`src/rtl/rastk_pkg.sv`:
```
package rastk_pkg;

    // Operation chosen for one cycle from the two strobes and the fill state.
    typedef enum logic [2:0] {
        OP_HOLD,
        OP_PUSH,
        OP_POP,
        OP_SWAP,
        OP_OVF,
        OP_UNF
    } op_e;

    function automatic op_e classify(input logic push,
                                     input logic pop,
                                     input logic empty,
                                     input logic full);
        op_e res;
        if (push && pop) begin
            res = empty ? OP_UNF : OP_SWAP;
        end else if (push) begin
            res = full ? OP_OVF : OP_PUSH;
        end else if (pop) begin
            res = empty ? OP_UNF : OP_POP;
        end else begin
            res = OP_HOLD;
        end
        return res;
    endfunction

endpackage

```
`src/rtl/rastk_ctrl.sv`:
```
module rastk_ctrl
    import rastk_pkg::*;
#(
    parameter int DEPTH = 33,
    parameter int CNTW  = $clog2(DEPTH + 1)
) (
    input  logic            clk,
    input  logic            rst_n,
    input  logic            push,
    input  logic            pop,
    output logic [CNTW-1:0] cnt_q,
    output logic [CNTW-1:0] cnt_d,
    output logic            ovf_q,
    output logic            unf_q,
    output logic            wr_en,
    output logic [CNTW-1:0] wr_idx
);

    localparam logic [CNTW-1:0] FULL_CNT = CNTW'(DEPTH);

    typedef struct packed {
        logic [CNTW-1:0] cnt;
        logic            ovf;
        logic            unf;
    } ctl_t;

    ctl_t st_d, st_q;
    op_e  op;

    always_comb begin
        st_d   = st_q;
        wr_en  = 1'b0;
        wr_idx = st_q.cnt;
        op     = classify(push, pop, st_q.cnt == '0, st_q.cnt == FULL_CNT);
        unique case (op)
            OP_PUSH: begin
                wr_en    = 1'b1;
                wr_idx   = st_q.cnt;
                st_d.cnt = st_q.cnt + 1'b1;
            end
            OP_POP: begin
                st_d.cnt = st_q.cnt - 1'b1;
            end
            OP_SWAP: begin
                wr_en  = 1'b1;
                wr_idx = st_q.cnt - 1'b1;
            end
            OP_OVF: begin
                st_d.ovf = 1'b1;
            end
            OP_UNF: begin
                st_d.unf = 1'b1;
            end
            default: begin
                st_d = st_q;
            end
        endcase
    end

    always_ff @(posedge clk or negedge rst_n) begin
        if (!rst_n) begin
            st_q <= '0;
        end else begin
            st_q <= st_d;
        end
    end

    assign cnt_q = st_q.cnt;
    assign cnt_d = st_d.cnt;
    assign ovf_q = st_q.ovf;
    assign unf_q = st_q.unf;

endmodule

```
`src/rtl/rastk_mark.sv`:
```
module rastk_mark #(
    parameter int CNTW      = 6,
    parameter int LOW_MARK  = 3,
    parameter int HIGH_MARK = 28
) (
    input  logic            clk,
    input  logic            rst_n,
    input  logic [CNTW-1:0] cnt_d,
    output logic            irq_q
);

    localparam logic [CNTW-1:0] LOW_C  = CNTW'(LOW_MARK);
    localparam logic [CNTW-1:0] HIGH_C = CNTW'(HIGH_MARK);
    // The empty count decides the value held during reset.
    localparam logic IRQ_RST = (LOW_MARK > 0);

    logic irq_d;

    always_comb begin
        irq_d = (cnt_d < LOW_C) || (cnt_d > HIGH_C);
    end

    always_ff @(posedge clk or negedge rst_n) begin
        if (!rst_n) begin
            irq_q <= IRQ_RST;
        end else begin
            irq_q <= irq_d;
        end
    end

endmodule

```
`src/rtl/rastk_mem.sv`:
```
module rastk_mem #(
    parameter int WIDTH = 16,
    parameter int DEPTH = 33,
    parameter int CNTW  = $clog2(DEPTH + 1)
) (
    input  logic             clk,
    input  logic             wr_en,
    input  logic [CNTW-1:0]  wr_idx,
    input  logic [WIDTH-1:0] wr_data,
    input  logic [CNTW-1:0]  cnt_q,
    output logic [WIDTH-1:0] top
);

    logic [WIDTH-1:0] ent_d [DEPTH];
    logic [WIDTH-1:0] ent_q [DEPTH];
    logic [DEPTH-1:0] we;

    for (genvar g = 0; g < DEPTH; g++) begin : g_slot
        assign we[g] = wr_en && (wr_idx == CNTW'(g));
    end

    always_comb begin
        for (int i = 0; i < DEPTH; i++) begin
            ent_d[i] = we[i] ? wr_data : ent_q[i];
        end
    end

    // Entries carry no reset: an entry is read only after it was written.
    always_ff @(posedge clk) begin
        for (int i = 0; i < DEPTH; i++) begin
            ent_q[i] <= ent_d[i];
        end
    end

    // AND-OR read of the slot just below the fill count; zero when empty.
    always_comb begin
        top = '0;
        for (int i = 0; i < DEPTH; i++) begin
            if (cnt_q == CNTW'(i + 1)) begin
                top = ent_q[i];
            end
        end
    end

endmodule

```
`src/rtl/rastk_top.sv`:
```
module rastk_top #(
    parameter int WIDTH     = 16,
    parameter int DEPTH     = 33,
    parameter int LOW_MARK  = 3,
    parameter int HIGH_MARK = 28,
    localparam int CNTW     = $clog2(DEPTH + 1)
) (
    input  logic             clk,
    input  logic             rst_n,
    input  logic             push_i,
    input  logic             pop_i,
    input  logic [WIDTH-1:0] push_data_i,
    output logic [WIDTH-1:0] top_o,
    output logic [CNTW-1:0]  fill_o,
    output logic             lvl_irq_o,
    output logic             ovf_o,
    output logic             unf_o
);

    logic [CNTW-1:0] cnt_q;
    logic [CNTW-1:0] cnt_d;
    logic            wr_en;
    logic [CNTW-1:0] wr_idx;

    rastk_ctrl #(
        .DEPTH (DEPTH),
        .CNTW  (CNTW)
    ) u_ctrl (
        .clk    (clk),
        .rst_n  (rst_n),
        .push   (push_i),
        .pop    (pop_i),
        .cnt_q  (cnt_q),
        .cnt_d  (cnt_d),
        .ovf_q  (ovf_o),
        .unf_q  (unf_o),
        .wr_en  (wr_en),
        .wr_idx (wr_idx)
    );

    rastk_mark #(
        .CNTW      (CNTW),
        .LOW_MARK  (LOW_MARK),
        .HIGH_MARK (HIGH_MARK)
    ) u_mark (
        .clk   (clk),
        .rst_n (rst_n),
        .cnt_d (cnt_d),
        .irq_q (lvl_irq_o)
    );

    rastk_mem #(
        .WIDTH (WIDTH),
        .DEPTH (DEPTH),
        .CNTW  (CNTW)
    ) u_mem (
        .clk     (clk),
        .wr_en   (wr_en),
        .wr_idx  (wr_idx),
        .wr_data (push_data_i),
        .cnt_q   (cnt_q),
        .top     (top_o)
    );

    assign fill_o = cnt_q;

endmodule

```
`config.mk`:
```
export PLATFORM = sky130hd
export DESIGN_NAME = rastk_top
export DESIGN_NICKNAME = d
export VERILOG_FILES = /design/src/rtl/rastk_pkg.sv /design/src/rtl/rastk_ctrl.sv /design/src/rtl/rastk_mark.sv /design/src/rtl/rastk_mem.sv /design/src/rtl/rastk_top.sv
export SDC_FILE = /design/constraint.sdc
export NUM_CORES = 1
export LEC_CHECK = 0
export ABC_AREA = 1
export BUFFER_PORTS_ARGS = -buffer_cell sky130_fd_sc_hd__buf_2
export CORE_UTILIZATION = 55
export CTS_CLUSTER_DIAMETER = 50
export DETAILED_ROUTE_END_ITERATION = 8
export GPL_TIMING_DRIVEN = 0
export PLACE_DENSITY = 0.71
export SYNTH_ARGS = -nofsm -noshare
export SYNTH_HDL_FRONTEND = slang
export SYNTH_SLANG_ARGS = --single-unit
```
`constraint.sdc`:
```
create_clock -name clk -period 10.66 [get_ports clk]
set_input_delay 0.533 -clock clk [delete_from_list [all_inputs] [get_ports clk]]
set_output_delay 0.533 -clock clk [all_outputs]
set_load 0.02 [all_outputs]
```
==> run summary <==
Run status: finished, final reports clean
Finish-stage setup viols: 0
Crit path time final: 5.86 ns
Slew @ Worst Pin: 1.38 ns
Crit path max fanout: 10
Post-Place Setup Slack: 5.50 ns
Synth Net Count: 2045
Fin nets: 2150
Area growth syn-to-layout: 11.4%
Setup TNS Final: 0 ns
WP data arrival: 5.32 ns
Max H-tree Level: 2
Period utilization: 54.9%
Global-route wire length before repair: 82.1 mm
Largest net degree at the start of global routing: 34
Crit-path most repeated cell: nand2_1
Setup crit end kind: primary output
Setup CP Type: reg2out
# port buffers: 44
# rows: 73
Clock latency on the worst-skew pair: 0.59 ns
CTS buffer count: 53
Critical Path RT: 10.13 ns
Die area: 42000 sq um
Lkg Pwr: 0.00937 uW
CTS clk-pin slew, worst paths: 0.06 ns
Most common cell after layout, fill and taps aside: nand2_1
Hold Crit Class: in2reg
DR vias/cell: 5.50
Syn Inst Count: 2020
Final instance area: 25200 sq um
Setup Skew: 0.0113 ns
Initial antenna violation count: 0
Register area share after synthesis: 71.0%
Vias: 14800
Startpoint Class: flip-flop
Power per cell area: 261 nW/um^2
RSZ-0062 raised after global routing: no
Maxcap violations: 0
CP max stage delay: 0.50 ns
Initial DRC Count: 1456
Antenna Nets Post-Route: 0
Post CTS Setup Buffer Count: 0
Die height: 205 um
Root buf cell: clkbuf_16
Die width: 205 um
Final Hold Fails: 0
Post-CTS sizing: 0
Final wirelength: 53.2 mm
Number of global-route vias before repair: 14400
Worst Slack Setup Final: 4.80 ns
Avg WL per Cell: 19.8 um
Synthesized area per cell: 11.2 sq um
Most frequent cells in the layout: nand2_1 (684), edfxtp_1 (528), nand3_1 (161)
GRT overflow: 0
Yosys reg bits: 537
FILL cells: 3141
CTS Sinks: 537
VDD IR-drop max: 0.000246 V
Max Fclk: 171 MHz
Longest Clk Path Bufs: 3
Max_slew headroom: 7.41%
Initial DRT Pass Iterations: 5
Placeable Area: 40200 sq um
Post-DP HPWL: 35.2 mm
Library cells used by synthesis: 42
Io pins: 45
Proportion of layout cells with a drive suffix above 1: 12.4%
Placement Cell Area: 23600 sq um
RD Place Congestion: 0.936
Crit-path slowest cell: dfrtp_1
Slew Limit Fails: 0
Ant diodes: 0
Cell area after synthesis: 22700 sq um
Yosys warns: 0
Starting Density: 56.4%
GRT Util Overall: 26.1%
Drt drc: 0
CTS tree: yes
worst paths after layout:
| kind | start | depth (start not counted) | slack (ns) | endpoint |
|---|---|---|---|---|
| setup / recovery | u_ctrl.cnt_q[1] | 38 | 4.80 | top_o[9] |
| hold / removal | pop_i | 2 | 0.19 | u_ctrl.ovf_q |
| setup reg to reg | u_ctrl.cnt_q[0] | 12 | 5.90 | u_mem.ent_q[0][408] |
| hold reg to reg | u_ctrl.ovf_q | 2 | 0.47 | u_ctrl.ovf_q |
| max in group asynchronous | rst_n | 2 | 10.04 | u_mark.irq_q |
| min in group asynchronous | rst_n | 2 | 0.37 | u_ctrl.cnt_q[3] |
cell usage after synthesis (all sizes together):
| cell type | n | area, sq um |
|---|---|---|
| nand2 | 684 | 2570 |
| edfxtp | 528 | 15900 |
| nand3 | 162 | 816 |
| inv | 143 | 537 |
| nor2 | 140 | 621 |
| or2 | 84 | 526 |
| o21ai | 65 | 325 |
| a21oi | 60 | 300 |
| clkbuf | 41 | 154 |
| buf | 32 | 201 |
| nand4 | 23 | 144 |
| o211ai | 13 | 103 |
| dfrtp | 8 | 200 |
| nor3 | 8 | 40.0 |
| xor2 | 6 | 52.6 |
| ha | 5 | 62.6 |
| clkinv | 2 | 7.51 |
| nand3b | 2 | 15.0 |
| o21bai | 2 | 15.0 |
| a21o | 1 | 7.51 |
| a221oi | 1 | 8.76 |
| a31oi | 1 | 6.26 |
| a32oi | 1 | 8.76 |
| a41oi | 1 | 8.76 |
| dfstp | 1 | 26.3 |
| nor3b | 1 | 7.51 |
| nor4 | 1 | 6.26 |
| o221ai | 1 | 8.76 |
| o22ai | 1 | 6.26 |
| o31ai | 1 | 7.51 |
| o41ai | 1 | 8.76 |
area by class of cell:
class | count | area (sq um) | share of cell area, %
well taps | 525 | 657 | 2.60
flip-flops and latches | 537 | 16100 | 63.7
clock inverters | 22 | 159 | 0.630
inverters | 145 | 544 | 2.16
clock buffers | 68 | 1430 | 5.68
plain buffers | 73 | 355 | 1.41
repair buffers | 50 | 272 | 1.08
multi-input cells | 1265 | 5730 | 22.7
state kept, by name, indices dropped and copies added, names as in the netlist:
name          cells
u_ctrl.cnt_q      6
u_ctrl.ovf_q      1
u_mark.irq_q      1
u_mem.ent_q     528
u_ctrl.unf_q      1
critical path: cells and delay by family, from the launching register on:
kind | cells | cell delay, ns
adders and majority gates | 1 | 0.39
and+or+nand+nor | 27 | 2.31
AOI/OAI and AO/OA | 7 | 0.92
buffers and inverters | 3 | 0.60
DFF | 1 | 0.50
routing by layer:
metal  up-vias  track usage, %  share of wire [%]  wire [um]
li1       7059               -                  -          -
met1      7170            38.6                 45      24200
met2       464            40.7                 46      24700
met3        76            3.07                5.8       3070
met4         0            8.15                2.4       1250
met5         -               0                  0          0
metrics by stage:
stage | power, uW | util [%] | hold slack (ns) | cells
final | 6590 | 62.8 | 0.194 | 2685
after floorplan | 4040 | - | 0.237 | 2020
after detailed placement | 4890 | 58.7 | 0.423 | 2593
after global routing | 6990 | 62.8 | 0.188 | 2685
after CTS | 6620 | 62.7 | 0.154 | 2684
after global placement | 4850 | 58.5 | 0.419 | 2589
what timing repair did:
item / CTS / global route
endpoints found under the hold margin: 8 / 0
hold buffers: 1 / 0
setup endpoints to repair: 0 / 0
cell families after synthesis:
family,after synthesis,synth area share (%)
buffers and inverters,218,3.97
AND/OR/NAND/NOR,1105,20.9
AO/OA/AOI/OAI,149,3.60
XOR/XNOR,6,0.232
flip-flops,537,71.0
adder cells (fa/ha/maj),5,0.276
power by group:
group	switching, uW	internal, uW
sequential	42.2	2430
combinational	1670	713
clock	750	987
No activity file was read; power rests on OpenSTA's default activity.
